<file path="src/rtl/paging_xlate.sv">
module paging_xlate #(
  parameter int VA_W  = 12,
  parameter int OFF_W = 6,
  parameter int PA_W  = 14,
  parameter int PTA_W = 12,
  parameter int TLB_N = 4
) (
  input  logic                      clk,
  input  logic                      rst_n,
  input  logic                      flush,
  input  logic [PTA_W-1:0]          pt_base,
  input  logic [VA_W-OFF_W:0]       pt_len,
  input  logic                      req_valid,
  input  logic [VA_W-1:0]           req_vaddr,
  output logic                      req_ready,
  output logic                      rsp_valid,
  output logic [PA_W-1:0]           rsp_paddr,
  output logic                      rsp_fault_range,
  output logic                      rsp_fault_invalid,
  output logic                      mem_req,
  output logic [PTA_W-1:0]          mem_addr,
  input  logic                      mem_rvalid,
  input  logic [PA_W-OFF_W:0]       mem_rdata
);
  localparam int VPN_W = VA_W - OFF_W;
  localparam int FRM_W = PA_W - OFF_W;
  localparam int IDX_W = (TLB_N > 1) ? $clog2(TLB_N) : 1;

  typedef enum logic {S_IDLE, S_WAIT} state_t;
  state_t state;

  logic [VPN_W-1:0] tlb_vpn [TLB_N];
  logic [FRM_W-1:0] tlb_frm [TLB_N];
  logic [TLB_N-1:0] tlb_val;
  logic [IDX_W-1:0] rr;
  logic [VPN_W-1:0] vpn_q;
  logic [OFF_W-1:0] off_q;

  wire [VPN_W-1:0] in_vpn   = req_vaddr[VA_W-1:OFF_W];
  wire [OFF_W-1:0] in_off   = req_vaddr[OFF_W-1:0];
  wire             fire     = req_valid && (state == S_IDLE);
  wire             in_range = {1'b0, in_vpn} < pt_len;
  wire             pte_ok   = mem_rdata[FRM_W];

  assign req_ready = (state == S_IDLE);
  assign mem_req   = (state == S_WAIT);

  logic [TLB_N-1:0] hit_vec;
  for (genvar i = 0; i < TLB_N; i++) begin : g_cmp
    assign hit_vec[i] = tlb_val[i] && (tlb_vpn[i] == in_vpn);
  end

  logic [FRM_W-1:0] hit_frm;
  always_comb begin
    hit_frm = '0;
    for (int i = 0; i < TLB_N; i++)
      if (hit_vec[i]) hit_frm = tlb_frm[i];
  end

  logic             free_any;
  logic [IDX_W-1:0] free_idx;
  always_comb begin
    free_any = 1'b0;
    free_idx = '0;
    for (int i = TLB_N - 1; i >= 0; i--)
      if (!tlb_val[i]) begin
        free_any = 1'b1;
        free_idx = IDX_W'(i);
      end
  end

  wire [IDX_W-1:0] vic_idx = free_any ? free_idx : rr;

  always_ff @(posedge clk) begin
    if (!rst_n) begin
      state             <= S_IDLE;
      tlb_val           <= '0;
      rr                <= '0;
      vpn_q             <= '0;
      off_q             <= '0;
      mem_addr          <= '0;
      rsp_valid         <= 1'b0;
      rsp_paddr         <= '0;
      rsp_fault_range   <= 1'b0;
      rsp_fault_invalid <= 1'b0;
    end else begin
      rsp_valid <= 1'b0;
      case (state)
        S_IDLE: if (fire) begin
          if (!in_range) begin
            rsp_valid         <= 1'b1;
            rsp_paddr         <= '0;
            rsp_fault_range   <= 1'b1;
            rsp_fault_invalid <= 1'b0;
          end else if (|hit_vec) begin
            rsp_valid         <= 1'b1;
            rsp_paddr         <= {hit_frm, in_off};
            rsp_fault_range   <= 1'b0;
            rsp_fault_invalid <= 1'b0;
          end else begin
            state    <= S_WAIT;
            vpn_q    <= in_vpn;
            off_q    <= in_off;
            mem_addr <= pt_base + {{(PTA_W-VPN_W){1'b0}}, in_vpn};
          end
        end
        S_WAIT: if (mem_rvalid) begin
          state             <= S_IDLE;
          rsp_valid         <= 1'b1;
          rsp_fault_range   <= 1'b0;
          rsp_fault_invalid <= !pte_ok;
          rsp_paddr         <= pte_ok ? {mem_rdata[FRM_W-1:0], off_q} : '0;
          if (pte_ok) begin
            tlb_vpn[vic_idx] <= vpn_q;
            tlb_frm[vic_idx] <= mem_rdata[FRM_W-1:0];
            tlb_val[vic_idx] <= 1'b1;
            if (!free_any)
              rr <= (rr == IDX_W'(TLB_N - 1)) ? '0 : rr + 1'b1;
          end
        end
        default: state <= S_IDLE;
      endcase
      if (flush) tlb_val <= '0;
    end
  end


  hit_next_cycle_chk: assert property (@(posedge clk) disable iff (!rst_n)
    (fire && in_range && |hit_vec) |=> (rsp_valid && !rsp_fault_range && !rsp_fault_invalid));


  range_fault_chk: assert property (@(posedge clk) disable iff (!rst_n)
    (fire && !in_range) |=> (rsp_valid && rsp_fault_range && rsp_paddr == '0));


  mem_hold_chk: assert property (@(posedge clk) disable iff (!rst_n)
    (mem_req && !mem_rvalid) |=> (mem_req && $stable(mem_addr) && !req_ready));


  invalid_pte_chk: assert property (@(posedge clk) disable iff (!rst_n)
    (mem_req && mem_rvalid && !pte_ok) |=> (rsp_valid && rsp_fault_invalid));


  flush_empty_chk: assert property (@(posedge clk) disable iff (!rst_n)
    flush |=> (tlb_val == '0));


  single_hit_chk: assert property (@(posedge clk) disable iff (!rst_n)
    $onehot0(hit_vec));


  one_fault_chk: assert property (@(posedge clk) disable iff (!rst_n)
    rsp_valid |-> ($countones({rsp_fault_range, rsp_fault_invalid}) <= 1) && !$past(rsp_valid));
endmodule

</file>
<file path="config.mk">
export PLATFORM = sky130hd
export DESIGN_NAME = paging_xlate
export DESIGN_NICKNAME = d
export VERILOG_FILES = /design/src/rtl/paging_xlate.sv
export SDC_FILE = /design/constraint.sdc
export NUM_CORES = 1
export LEC_CHECK = 0
export ABC_AREA = 1
export BUFFER_PORTS_ARGS = -buffer_cell sky130_fd_sc_hd__buf_2
export CORE_UTILIZATION = 44
export DETAILED_ROUTE_END_ITERATION = 6
export HOLD_SLACK_MARGIN = 0.08
export PLACE_DENSITY = 0.67
export RECOVER_POWER = 100
export SLEW_MARGIN = 20
export SYNTH_ARGS = -nofsm -noshare
export SYNTH_HDL_FRONTEND = slang
export SYNTH_SLANG_ARGS = --single-unit
</file>
<file path="constraint.sdc">
create_clock -name clk -period 2.52 [get_ports clk]
set_input_delay 0.252 -clock clk [delete_from_list [all_inputs] [get_ports clk]]
set_output_delay 0.252 -clock clk [all_outputs]
set_load 0.02 [all_outputs]
</file>
After elaboration in Yosys (flattened, before gate mapping)
Memory sizes are Yosys's and may differ from the RTL's. Cells that the tools add are included.

Register bits after elaboration: 48. Logic and storage cells: 89. Output and inout bits: 31. Memory bits (writable): 56. Memories: 2. Input bits: 45.

Memory list: tlb_frm (depth 4, bits a word 8, rd ports 4, clocked after memory_dff 0, write ports 1, RTL line 33) `logic [FRM_W-1:0] tlb_frm [TLB_N];`; tlb_vpn (depth 4, bits a word 6, rd ports 4, clocked after memory_dff 0, write ports 1, RTL line 32) `logic [VPN_W-1:0] tlb_vpn [TLB_N];`.

$add $sub $neg: 2. Bitwise operators: 5. Muxes and demuxes: 46. Equal/unequal tests: 8. Order comparisons: 3. Reductions and logical operators: 13.

Operator list (count): $mux 14 (5); $mux 8 (4); $pmux 14 s2 (1); $mux 1 (25); $eq 6x6->1 (4); $add 12x6->12 (1); $mux 2 (6); $pmux 1 s2 (4); $reduce_and 4->1 (2); $lt 6x7->1 (1); $logic_and 1x1->1 (6); $reduce_and 3->1 (2); $not 1->1 (4); $or 4x4->4 (1); $reduce_or 4->1 (1); $lt 2x3->1 const B (1); $ne 3x2->1 const B (1); $add 2x1->2 const B (1); $demux 1 s2 (1); $eq 2x2->1 const B (1); $ge 2x1->1 const B (1); $ne 2x1->1 const B (1); $ne 2x2->1 const B (1); $reduce_or 2->1 (1); $logic_not 1->1 (1).

Longest topological paths before layout
Depth in word-level cells: 10. Mapped depth: 16. Gate-level depth less buffers: 15.

Worst setup path after synthesis
No wires, ideal clock.

Path kind: flip-flop to flip-flop. Start point: reg state, in the netlist mem_req. End point: mem tlb_frm[3][0] (netlist bit) (enable). Period minus slack after synthesis: 2.170 ns. Path slack: 0.350 ns. Buffers on the path: 0. Data arrival time: 1.785 ns. Required time: 2.136 ns. Stages on the path, launching flop included: 7. Library setup time: 0.384 ns. Path through: dfxtp_1 -> nand2_1 -> nor2_1 -> inv_1 -> nor2_1 -> nand2_1 -> nor2_1.

Word-level cells in the longest chain between the ends: 3.

RTL lines: from (decl) (RTL line 30) `state_t state;`; from (signal assigned) (RTL line 76) `state <= S_IDLE;`; from (signal assigned) (RTL line 101) `state <= S_WAIT;`; from (signal assigned) (RTL line 108) `state <= S_IDLE;`; $mux 1 (RTL line 88) `case (state)`; $mux 1 (RTL line 75) `if (!rst_n) begin`; $mux 1 (not written as such) (RTL line 115) `tlb_frm[vic_idx] <= mem_rdata[FRM_W-1:0];`; to (decl) (RTL line 33).

No other way between the ends.

Worst setup path after layout
Start point: reg state, in the netlist mem_req. End point: mem tlb_frm[1][0] (netlist bit) (enable).

The elaborated chain is that of the path after synthesis.

==> impl_results.rst <==
.. list-table::
   :header-rows: 1

   * - Metric
     - Value
   * - Most prevalent standard cell on the critical path
     - nor2_1
   * - Sequential power share
     - 50.3%
   * - Syn avg cell area
     - 8.390 µm²
   * - Static Leakage
     - 2.556 nW
   * - Count of standard-cell rows
     - 38
   * - DR pass1 iterations
     - 5
   * - # DRC
     - 0
   * - Count of hold-fix buffers inserted at cts
     - 0
   * - CTS max path bufs
     - 2
   * - Endpoint class of the critical path
     - flip-flop
   * - Adder and majority gate portion of the synthesized area
     - 3.375%
   * - Global placement routability congestion
     - 0.8223
   * - Dominant combinational cell family by area after synthesis
     - simple AND/OR/NAND/NOR gates
   * - Final setup violating endpoints
     - 0
   * - Internal reg-to-reg setup slack
     - 290 ps
   * - Crit-path leading delay family
     - simple AND/OR/NAND/NOR gates
   * - Max Cap Violations
     - 0
   * - Simple logic cell fraction of the synthesized area
     - 24.29%
   * - Wire length of the first global-routing pass
     - 18.55 mm
   * - Via count of the first global-routing pass
     - 3,846
   * - #FFs+latches synth
     - 104
   * - # IOs
     - 76
   * - Slew at the pin closest to its max-slew limit
     - 1001 ps
   * - Initial cell density of the core
     - 45.91%
   * - TritonCTS buffer count
     - 9
   * - Combinational fraction of design power
     - 12.2%
   * - Worst clock skew on the final layout
     - 10.09 ps
   * - Number of distinct library cells after synthesis
     - 33
   * - Multiplexer share of the synthesized area
     - 0%
   * - Run status
     - finished clean
   * - Maximum clock frequency
     - 447.8 MHz
   * - Clock latency at the later pin of the worst-skew pair
     - 350 ps
   * - Routed via count divided by cell count
     - 4.900
   * - Required time of the critical path
     - 2500 ps
   * - Share of flip-flops with an asynchronous set or reset after synthesis
     - 0%
   * - Aggregate global-route resource usage
     - 20.65%
   * - Ordered cell list for the critical path
     - nand2_1, nor2_1, o211ai_1, nor2_1, clkbuf_1
   * - Sink Count
     - 104
   * - R2R cell count
     - 5
   * - Crit path largest cell delay
     - 510 ps
   * - Area delta synth->final
     - 14.12%
   * - IO Port Bufs
     - 75
   * - Count of flip-flops with a built-in enable after synthesis
     - 56
   * - Global-route congestion overflow total
     - 0
   * - Post-detailed-route wirelength per cell
     - 13.83 µm
   * - Net switching share of the total power
     - 26.41%
   * - Maximum number of pins on one net before global-route repair
     - 35
   * - Synth area leaders
     - edfxtp_1 33%, dfxtp_1 19%, nand2_1 12%
   * - Source of the critical timing path
     - mem_req$_SDFF_PN0_
   * - Flip-flop cell with the highest count after synthesis
     - edfxtp_1
   * - Highest-count cells in the layout ignoring fill and taps
     - 155 x nand2_1, 78 x inv_1, 66 x nor2_1
   * - CTS root buffer
     - clkbuf_16
   * - Number of buffers added for setup after CTS
     - 0
   * - TritonCTS clock tree
     - built
   * - Final hold violation count
     - 0
   * - Number of antenna violations at the first check in global routing
     - 0
   * - Die area
     - 0.01189 mm²
   * - Combined buffer and inverter count along the critical path
     - 1
   * - DP Area
     - 0.005550 mm²
   * - Worst EP arrival
     - 2210 ps
   * - Area fraction in compound gates after synthesis
     - 9.479%
   * - Detailed placer's ending HPWL
     - 8.304 mm
   * - Net count reported at finish
     - 739
   * - Parity-gate share of the synthesized area counting xor and xnor cells
     - 2.084%
   * - Worst-case setup slack after placement
     - 124.3 ps
   * - Largest fanout on the critical path
     - 9
   * - Multi-input logic area
     - 0.001946 mm²
   * - Startpoint of the most critical register-to-register path
     - mem_req$_SDFF_PN0_
   * - End point of the critical path
     - tlb_frm[1][0]$_DFFE_PP_
   * - Unrepaired setup endpoints after global routing
     - false
   * - Hold WC Path Type
     - in -> reg
   * - CP max stage cell
     - clkbuf_1
   * - Clock-pin slew on the worst setup and hold paths
     - 70 ps
   * - Seq. cell area
     - 0.002643 mm²
   * - P_int
     - 0.002786 W
   * - Share of the clock period used by the worst path
     - 88.61%
   * - Worst r2r dst
     - tlb_frm[1][0]$_DFFE_PP_
   * - Number of standard cells in the final layout excluding fillers
     - 826
   * - Fraction of power consumed by the clock network
     - 37.4%
   * - Antenna cells
     - 0
   * - Syn Nets
     - 659
   * - Slew Limit Fails
     - 0
   * - Inst Count DP
     - 810
   * - Die height
     - 109.1 µm
   * - Time the worst path needs with I/O delays and setup
     - 2233 ps
   * - Fraction of layout instances using a drive strength above 1
     - 12.68%
   * - Sequential cell area fraction in the yosys report
     - 52.41%
   * - H-tree depth reported by CTS
     - 3
   * - Net switching power
     - 0.001000 W
   * - Synth Instances
     - 601
   * - Post-layout instance area
     - 0.005754 mm²
   * - Warnings, synthesis
     - 0
   * - Number of instances resized during post-cts repair
     - 0
   * - Initial DRC count
     - 265
   * - Critical setup path kind
     - reg -> reg
   * - Origin of the worst min-delay path
     - pt_base[10]
   * - Maximum VDD drop
     - 0.4072 mV
   * - Placeable core region
     - 0.01098 mm²
   * - Portion of synthesized cell area occupied by the leading cell type
     - 33.35%
   * - Remaining max-slew budget at the tightest pin
     - 32.99%
   * - Most common cell after layout, fill and taps aside
     - nand2_1
   * - Total number of vias
     - 4,047
   * - Total detailed-routing wirelength
     - 11.43 mm
   * - Netlist area before placement
     - 0.005042 mm²
   * - Fill cell count
     - 1,038
   * - Number of routed nets with antenna violations
     - 0
   * - Logic depth of the worst setup path including buffers
     - 5
   * - Power density cells
     - 658.0 mW/mm²
   * - Crit start category
     - flip-flop
   * - PnR worst setup slack
     - 287.0 ps
   * - DIE WIDTH
     - 109.1 µm
   * - Most area-hungry cell type in the Yosys netlist
     - edfxtp_1
   * - Setup TNS Final
     - 0 ps
   * - Min Hold Slack
     - 200.3 ps
==> metrics by stage <==
| step | power [W] | utilization, % |
|---|---|---|
| after detailed placement | 0.002428 | 50.54 |
| after global routing | 0.003941 | 52.39 |
| after floorplan | 0.002264 | - |
| after global placement | 0.002416 | 50.54 |
| after CTS | 0.003838 | 53.30 |
| final | 0.003786 | 52.39 |
==> worst min-delay path: stages <==
cell     delay (ps)
buf_2            90
xor2_1           60
a21oi_1         110
==> layer usage <==
metal / global-route usage, % / wire, µm
met5: 0 / 0
met4: 9.653 / 257
met2: 33.38 / 5408
met1: 27.14 / 5298
met3: 3.108 / 462
==> layout make-up <==
type / instances / share of cell area, %
clock buffer: 9 / 3.914
tap: 140 / 3.044
sequential: 104 / 45.92
timing repair buffer: 82 / 6.262
clock inverter: 7 / 1.370
inverter: 87 / 5.675
multi-input combinational: 397 / 33.81
==> state kept, by name, summed over array words and instances (netlist names) <==
| name | cells |
|---|---|
| mem_addr | 12 |
| mem_req | 1 |
| off_q | 6 |
| rr | 2 |
| rsp_fault_invalid | 1 |
| rsp_fault_range | 1 |
| rsp_paddr | 14 |
| rsp_valid | 1 |
| tlb_frm | 32 |
| tlb_val | 4 |
| tlb_vpn | 24 |
| vpn_q | 6 |
==> cell usage after synthesis (7+ instances only) <==
library cell / n
a21oi_1: 34
xnor2_1: 8
o21ai_0: 37
nand3_1: 33
nand2_1: 155
nor2_1: 65
edfxtp_1: 56
inv_2: 9
or2_2: 7
ha_1: 12
o21ai_1: 9
dfxtp_1: 48
inv_1: 78
==> worst min-delay path by stage <==
stage	cells after the start	slack, ps	end
CTS	1	140	tlb_frm[2][2]$_DFFE_PP_
finish	3	200	mem_addr[10]$_SDFFE_PN0P_
floorplan	0	350	tlb_frm[0][0]$_DFFE_PP_
global route	3	200	tlb_val[2]$_SDFFE_PP0P_
global placement	2	430	off_q[1]$_SDFFE_PN0P_
detailed placement	2	440	off_q[1]$_SDFFE_PN0P_
==> logic make-up after synthesis <==
logic type,count (synthesis)
flip-flops,104
buffers and inverters,100
AO/OA/AOI/OAI,90
AND/OR/NAND/NOR,282
adder cells (fa/ha/maj),13
XOR/XNOR,12
==> power groups by stage <==
| stage | registers, W | logic, W | clock network, W |
|---|---|---|---|
| after floorplan | 0.00199 | 0.000272 | 0 |
| after global placement | 0.00194 | 0.000478 | 0 |
| after detailed placement | 0.00194 | 0.000486 | 0 |
| after CTS | 0.00190 | 0.000490 | 0.00144 |
| after global routing | 0.00191 | 0.000523 | 0.00150 |
| final | 0.00191 | 0.000464 | 0.00142 |
(Power assumes the default switching activity.)
